## config.mk

```make
export PLATFORM = sky130hd
export DESIGN_NAME = chunk_commit_seq
export DESIGN_NICKNAME = d
export VERILOG_FILES = /design/src/rtl/ccs_pkg.sv /design/src/rtl/ccs_conflict.sv /design/src/rtl/ccs_arbiter.sv /design/src/rtl/ccs_turn.sv /design/src/rtl/chunk_commit_seq.sv
export SDC_FILE = /design/constraint.sdc
export NUM_CORES = 1
export LEC_CHECK = 0
export BUFFER_PORTS_ARGS = -buffer_cell sky130_fd_sc_hd__buf_2
export CORE_ASPECT_RATIO = 1.2
export CORE_UTILIZATION = 43
export CTS_BUF_LIST = sky130_fd_sc_hd__clkbuf_16
export CTS_CLUSTER_SIZE = 24
export DETAILED_ROUTE_END_ITERATION = 8
export GPL_TIMING_DRIVEN = 0
export PLACE_DENSITY = 0.82
export SYNTH_ARGS = -nofsm -noshare
export SYNTH_HDL_FRONTEND = slang
export SYNTH_SLANG_ARGS = --single-unit
export TNS_END_PERCENT = 1
```

## constraint.sdc

```tcl
create_clock -name clk -period 3.65 [get_ports clk]
set_clock_uncertainty 0.15 [all_clocks]
set_input_delay 0.73 -clock clk [delete_from_list [all_inputs] [get_ports clk]]
set_output_delay 0.73 -clock clk [all_outputs]
set_load 0.05 [all_outputs]
```

## src/rtl/ccs_pkg.sv

```systemverilog
// Shared definitions for the chunk commit sequencer.
// Assumes: nothing beyond IEEE 1800-2017.
package ccs_pkg;

    // Grant selection policy.
    typedef enum logic {
        MODE_FREE = 1'b0,   // lowest eligible index wins
        MODE_TURN = 1'b1    // fixed rotation, wait for the current core
    } ccs_mode_e;

endpackage

```

## src/rtl/ccs_conflict.sv

```systemverilog
// Signature overlap detector: for each core, reports whether the probing
// write signature shares any bit with that core's read or write signature.
// Assumes: signatures are packed per core, core i at [i*SIG_W +: SIG_W].
module ccs_conflict #(
    parameter int NUM_CORES = 4,
    parameter int SIG_W     = 16
) (
    input  logic [SIG_W-1:0]           probe_wr,
    input  logic [NUM_CORES*SIG_W-1:0] rd_sig,
    input  logic [NUM_CORES*SIG_W-1:0] wr_sig,
    output logic [NUM_CORES-1:0]       hit
);

    for (genvar c = 0; c < NUM_CORES; c++) begin : g_core
        logic [SIG_W-1:0] touched;
        // Union of everything core c accessed.
        assign touched = rd_sig[c*SIG_W +: SIG_W] | wr_sig[c*SIG_W +: SIG_W];
        // Overlap with the committing writes.
        assign hit[c]  = |(probe_wr & touched);
    end

endmodule

```

## src/rtl/ccs_arbiter.sv

```systemverilog
// Commit arbiter: picks at most one eligible core, either the lowest index
// (free mode) or only the core at the rotation pointer (turn mode).
// Assumes: NUM_CORES >= 2; purely combinational.
module ccs_arbiter
    import ccs_pkg::*;
#(
    parameter int NUM_CORES = 4,
    localparam int IDX_W    = $clog2(NUM_CORES)
) (
    input  logic [NUM_CORES-1:0] elig,
    input  ccs_mode_e            mode,
    input  logic [IDX_W-1:0]     turn,
    output logic                 win_valid,
    output logic [IDX_W-1:0]     win_idx,
    output logic [NUM_CORES-1:0] win_onehot
);

    // Select the winner according to the active policy.
    always_comb begin
        win_valid = 1'b0;
        win_idx   = '0;
        if (mode == MODE_TURN) begin
            win_valid = elig[turn];
            win_idx   = turn;
        end else begin
            for (int i = NUM_CORES - 1; i >= 0; i--) begin
                if (elig[i]) begin
                    win_valid = 1'b1;
                    win_idx   = IDX_W'(i);
                end
            end
        end
    end

    // Decode the winner to a one-hot vector.
    always_comb begin
        win_onehot = win_valid ? (NUM_CORES'(1) << win_idx) : '0;
    end

endmodule

```

## src/rtl/ccs_turn.sv

```systemverilog
// Rotation pointer for turn mode: holds the core whose commit is next and
// steps to the following core (wrapping) each time that core is granted.
// Assumes: NUM_CORES >= 2; synchronous active-low reset.
module ccs_turn #(
    parameter int NUM_CORES = 4,
    localparam int IDX_W    = $clog2(NUM_CORES)
) (
    input  logic             clk,
    input  logic             rst_n,
    input  logic             advance,
    output logic [IDX_W-1:0] turn
);

    // Step the pointer on each turn-mode grant.
    always_ff @(posedge clk) begin
        if (!rst_n) begin
            turn <= '0;
        end else if (advance) begin
            turn <= (turn == IDX_W'(NUM_CORES - 1)) ? '0 : turn + 1'b1;
        end
    end

endmodule

```

## src/rtl/chunk_commit_seq.sv

```systemverilog
// Chunk commit sequencer: grants one chunk commit per cycle, squashes pending
// chunks that overlap the winner's writes, and emits a commit-order log.
// Assumes: a core holds done_i until it sees its bit on grant_o or squash_o;
// signatures and counts are stable while done_i is high; NUM_CORES >= 2.
module chunk_commit_seq
    import ccs_pkg::*;
#(
    parameter int NUM_CORES  = 4,
    parameter int SIG_W      = 16,
    parameter int CHUNK_LEN  = 1000,
    localparam int IDX_W     = $clog2(NUM_CORES),
    localparam int CNT_W     = $clog2(CHUNK_LEN + 1)
) (
    input  logic                       clk,
    input  logic                       rst_n,
    input  logic                       rr_mode_i,
    input  logic [NUM_CORES-1:0]       done_i,
    input  logic [NUM_CORES-1:0]       cut_short_i,
    input  logic [NUM_CORES*CNT_W-1:0] ins_count_i,
    input  logic [NUM_CORES*SIG_W-1:0] rd_sig_i,
    input  logic [NUM_CORES*SIG_W-1:0] wr_sig_i,
    output logic [NUM_CORES-1:0]       grant_o,
    output logic [NUM_CORES-1:0]       squash_o,
    output logic                       log_valid_o,
    output logic [IDX_W-1:0]           log_core_o,
    output logic                       log_cut_o,
    output logic [CNT_W-1:0]           log_len_o
);

    ccs_mode_e             mode;
    logic [NUM_CORES-1:0]  elig;
    logic [IDX_W-1:0]      turn;
    logic                  win_valid;
    logic [IDX_W-1:0]      win_idx;
    logic [NUM_CORES-1:0]  win_onehot;
    logic [SIG_W-1:0]      win_wr;
    logic [NUM_CORES-1:0]  hit;
    logic [NUM_CORES-1:0]  kill;
    logic                  win_cut;
    logic [CNT_W-1:0]      win_len;
    logic                  record;

    // Decode the policy input.
    assign mode = rr_mode_i ? MODE_TURN : MODE_FREE;

    // Cores served last cycle sit out one cycle while their request drops.
    assign elig = done_i & ~(grant_o | squash_o);

    ccs_turn #(.NUM_CORES(NUM_CORES)) u_turn (
        .clk     (clk),
        .rst_n   (rst_n),
        .advance (win_valid && (mode == MODE_TURN)),
        .turn    (turn)
    );

    ccs_arbiter #(.NUM_CORES(NUM_CORES)) u_arb (
        .elig       (elig),
        .mode       (mode),
        .turn       (turn),
        .win_valid  (win_valid),
        .win_idx    (win_idx),
        .win_onehot (win_onehot)
    );

    // Winner's write signature and chunk details.
    assign win_wr  = wr_sig_i[win_idx*SIG_W +: SIG_W];
    assign win_cut = cut_short_i[win_idx];
    assign win_len = ins_count_i[win_idx*CNT_W +: CNT_W];

    ccs_conflict #(.NUM_CORES(NUM_CORES), .SIG_W(SIG_W)) u_conf (
        .probe_wr (win_wr),
        .rd_sig   (rd_sig_i),
        .wr_sig   (wr_sig_i),
        .hit      (hit)
    );

    // Squash overlapping eligible chunks other than the winner.
    assign kill = win_valid ? (hit & elig & ~win_onehot) : '0;

    // Turn mode logs only early-ended chunks; free mode logs every grant.
    assign record = win_valid && ((mode == MODE_FREE) || win_cut);

    // Register grant, squash and log outputs.
    always_ff @(posedge clk) begin
        if (!rst_n) begin
            grant_o     <= '0;
            squash_o    <= '0;
            log_valid_o <= 1'b0;
            log_core_o  <= '0;
            log_cut_o   <= 1'b0;
            log_len_o   <= '0;
        end else begin
            grant_o     <= win_onehot;
            squash_o    <= kill;
            log_valid_o <= record;
            log_core_o  <= record ? win_idx : '0;
            log_cut_o   <= record && win_cut;
            log_len_o   <= (record && win_cut) ? win_len : '0;
        end
    end

endmodule

```

==> flow_summary.ini <==
[outcome]
status = finished clean

[final_layout]
layout_commonest_cell = buf_2
final_cell_mix = buf_2 (210), nor2_1 (70), a21oi_1 (35)
instances_no_fill = 684
antennaDiodeCount = 0
final_util_pct = 63.99
drive_gt1_share_pct = 42.90
fillers = 578
finalNetCount = 780
synthToLayoutAreaGrowth_pct = 41.57

[pwr]
clkPwrFrac_pct = 23.1
p_sw_mw = 0.5607
switching_share_pct = 41.36
ir_drop_mv = 0.3873
intPower_mw = 0.7949
power-per-cell-area_nw_per_um2 = 322.7
power_frac_seq_pct = 21.5
pwr-share-comb_pct = 55.3
power_mw = 1.356
leakagePower_nw = 1.902

[placed_design]
portBuffers = 199
dp_cells = 680
routabilityCongestion = 1.007
hpwl_mm = 12.25

[routing]
wl_per_cell_um = 22.20
wl_mm = 15.19
vias_per_cell = 6.550
vias = 4480
drc_errors = 0
dr.pass1.iters = 7
first_iter_violations = 413
antenna_left = 0

[setup_path]
critPathLaunchType = input port
cp_slowest_stage_delay_ps = 370
cp_common_cell = buf_4
critPathSlowestCell = mux2i_1
cp_num_buf_inv = 3
setup.worst_path.class = input port to register
rr_worst_depth = 10
path_delay_family = simple AND/OR/NAND/NOR gates
r2r_start = squash_o[3]
r2r_end = squash_o[1]
arrival_ps = 3470
crit_chain = buf_2 > nor3b_2 > o2111ai_2 > nand2_4 > buf_4 > buf_4 > mux2i_1 > nor2_1 > nor4_2 > nand4b_1 > o21a_1
reg2reg_slack_ps = 390
path_max_fanout = 10
worst_setup_path_end_kind = register
cp.required_ps = 3660

[global_routing]
gr-max-usage-layer = met2
grt_pass1_wl_mm = 22.65
grt_use_met3_pct = 9.073
met1_usage_pct = 44.72
grt_usage_pct = 41.37
grt_max_degree = 15
grt_use_met2_pct = 72.64
grt_pass1_vias = 4362
antenna_found_initial = 0
overflow = 0

[clock_network]
ctsHoldBuffers = 0
clk_path_buf_depth = 2
tritoncts = built
htree_levels = 1
cts-root-buf = clkbuf_16
cts_buffers = 3
clock_latency_ps = 260
clock-sinks = 24
path_clk_slew_ps = 60

[timing]
finalSetupTns_ps = 0
finalHoldViolCount = 0
grt_setup_unrepaired = no
period_minus_slack_ps = 3466
fmax_ghz = 0.2885
setup_viol = 0
worstMarginPinSlew_ps = 752.5
slew_violations = 0
fin_crit_sh_pct = 94.96
relSlewSlack_pct = 49.72
hold_ws_ps = 402.1

[die]
initial_core_util_pct = 45.20
die_h_um = 93.01
fp-row-count = 32
io_pins = 201
core_area_um2 = 6566
fp.dieW_um = 77.84
dieArea_um2 = 7240

[synth]
yosysUniqueCellTypes = 63
netlist_area_um2 = 2968
synth_top_flop_cell = dfxtp_1
syn_avg_cell_area_um2 = 7.495
syn_nets = 576
synth_seq_area_share_pct = 16.19
ys_warn_count = 0
syn_inst = 396
synth_enable_flop_cells = 0
ys_ff_latch = 24
async_reset_ff_share_pct = 0

[min_path]
hp-class = register to register
hold_depth = 2
min_from = u_turn.turn[0]
hold-path-endpoint = u_turn.turn[0]

[run]
cap_viol_max_count = 0
sequential cells by signal, indices dropped and copies added (netlist names):
| signal | cells |
|---|---|
| log_len_o | 10 |
| squash_o | 4 |
| log_valid_o | 1 |
| u_turn.turn | 2 |
| log_cut_o | 1 |
| grant_o | 4 |
| log_core_o | 2 |
cell families (layout without fill, tap and decap cells):
kind of cell               Yosys count  count (layout)  synth area share, %
buffers and inverters               26             229                4.763
DFF                                 24              24                16.19
AOI/OAI and AO/OA                  152             152                33.81
adders and majority gates            1               1               0.4215
muxes                               42              42                19.43
and+or+nand+nor                    151             151                25.38
area by class of cell:
class | count | area (µm²) | share of cell area [%]
tap | 85 | 106.4 | 2.531
sequential | 24 | 480.5 | 11.44
clock inverter | 1 | 30.03 | 0.7147
timing repair buffer | 199 | 996.0 | 23.70
buffer | 22 | 126.4 | 3.008
clock buffer | 3 | 75.07 | 1.787
multi-input combinational | 346 | 2372 | 56.46
inverter | 4 | 15.01 | 0.3574
power by group through the flow:
stage / combinational (mW) / sequential (mW) / clock [mW]
2_1_floorplan: 0.384 / 0.354 / 0
3_3_place_gp: 0.714 / 0.294 / 0
3_5_place_dp: 0.718 / 0.296 / 0
4_1_cts: 0.726 / 0.291 / 0.310
5_1_grt: 0.786 / 0.293 / 0.326
6_report: 0.750 / 0.292 / 0.314
layer usage:
| metal | wire (µm) | vias up |
|---|---|---|
| li1 | - | 1951 |
| met1 | 5290 | 2057 |
| met2 | 7535 | 391 |
| met3 | 1485 | 81 |
| met4 | 875 | 0 |
| met5 | 0 | - |
cells in the mapped netlist (2+ instances only):
| cell type | instances | share of area, % |
|---|---|---|
| o21a_1 | 3 | 0.76 |
| nor3b_1 | 4 | 1.0 |
| a31oi_1 | 3 | 0.63 |
| o22ai_1 | 18 | 3.8 |
| o211ai_1 | 2 | 0.51 |
| and3_1 | 3 | 0.63 |
| nor2_1 | 70 | 8.9 |
| inv_1 | 4 | 0.51 |
| a211o_1 | 3 | 0.89 |
| o221ai_1 | 4 | 1.2 |
| nor3_1 | 22 | 3.7 |
| nand2_1 | 11 | 1.4 |
| o21ai_1 | 13 | 2.2 |
| nand3_1 | 5 | 0.84 |
| o32ai_1 | 11 | 3.2 |
| dfxtp_1 | 24 | 16 |
| o21ai_0 | 32 | 5.4 |
| or2_2 | 4 | 0.84 |
| nor4_1 | 2 | 0.42 |
| o22a_1 | 2 | 0.59 |
| a21oi_1 | 35 | 5.9 |
| or3b_1 | 3 | 0.89 |
| or3_1 | 2 | 0.42 |
| mux2i_1 | 25 | 8.4 |
| mux4_2 | 12 | 9.1 |
| mux2_2 | 4 | 1.5 |
| nor2b_1 | 10 | 2.1 |
| a211oi_1 | 5 | 1.3 |
| o221a_2 | 2 | 0.76 |
| a21boi_0 | 4 | 1.0 |
| clkbuf_1 | 4 | 0.51 |
| buf_2 | 11 | 1.9 |
| and2_1 | 4 | 0.84 |
| buf_4 | 6 | 1.5 |
how the worst max path moves through the flow:
stage          startpoint     endpoint  slack [ps]  cells past startpoint
2_1_floorplan   done_i[2]  squash_o[0]         650                      8
3_3_place_gp    done_i[2]  squash_o[2]        -410                     10
3_5_place_dp    done_i[2]  squash_o[2]        -380                     10
4_1_cts         done_i[3]  squash_o[1]         180                     11
5_1_grt         done_i[3]  squash_o[2]          70                     10
6_report        done_i[3]  squash_o[1]         180                     11
repair_timing:
| item | 4_1_cts | 5_1_grt |
|---|---|---|
| endpoints found under the setup margin | 2 | 2 |
| setup buffers | 0 | 0 |
| gates resized for setup | 3 | 2 |
| hold endpoints to repair | 0 | 0 |
stage by stage:
step	setup WS, ps	area (µm²)
global route	68.49	4202
floorplan	647.0	2968
detailed placement	-382.4	4070
CTS	180.0	4192
global placement	-407.9	4070
finish	184.0	4202
worst min-delay path, delay by kind of cell, from the launching register on:
family          cells  cell delay (ps)
compound gates      1               70
flops               1              360
simple gates        1               80
(Power assumes the default switching activity.)
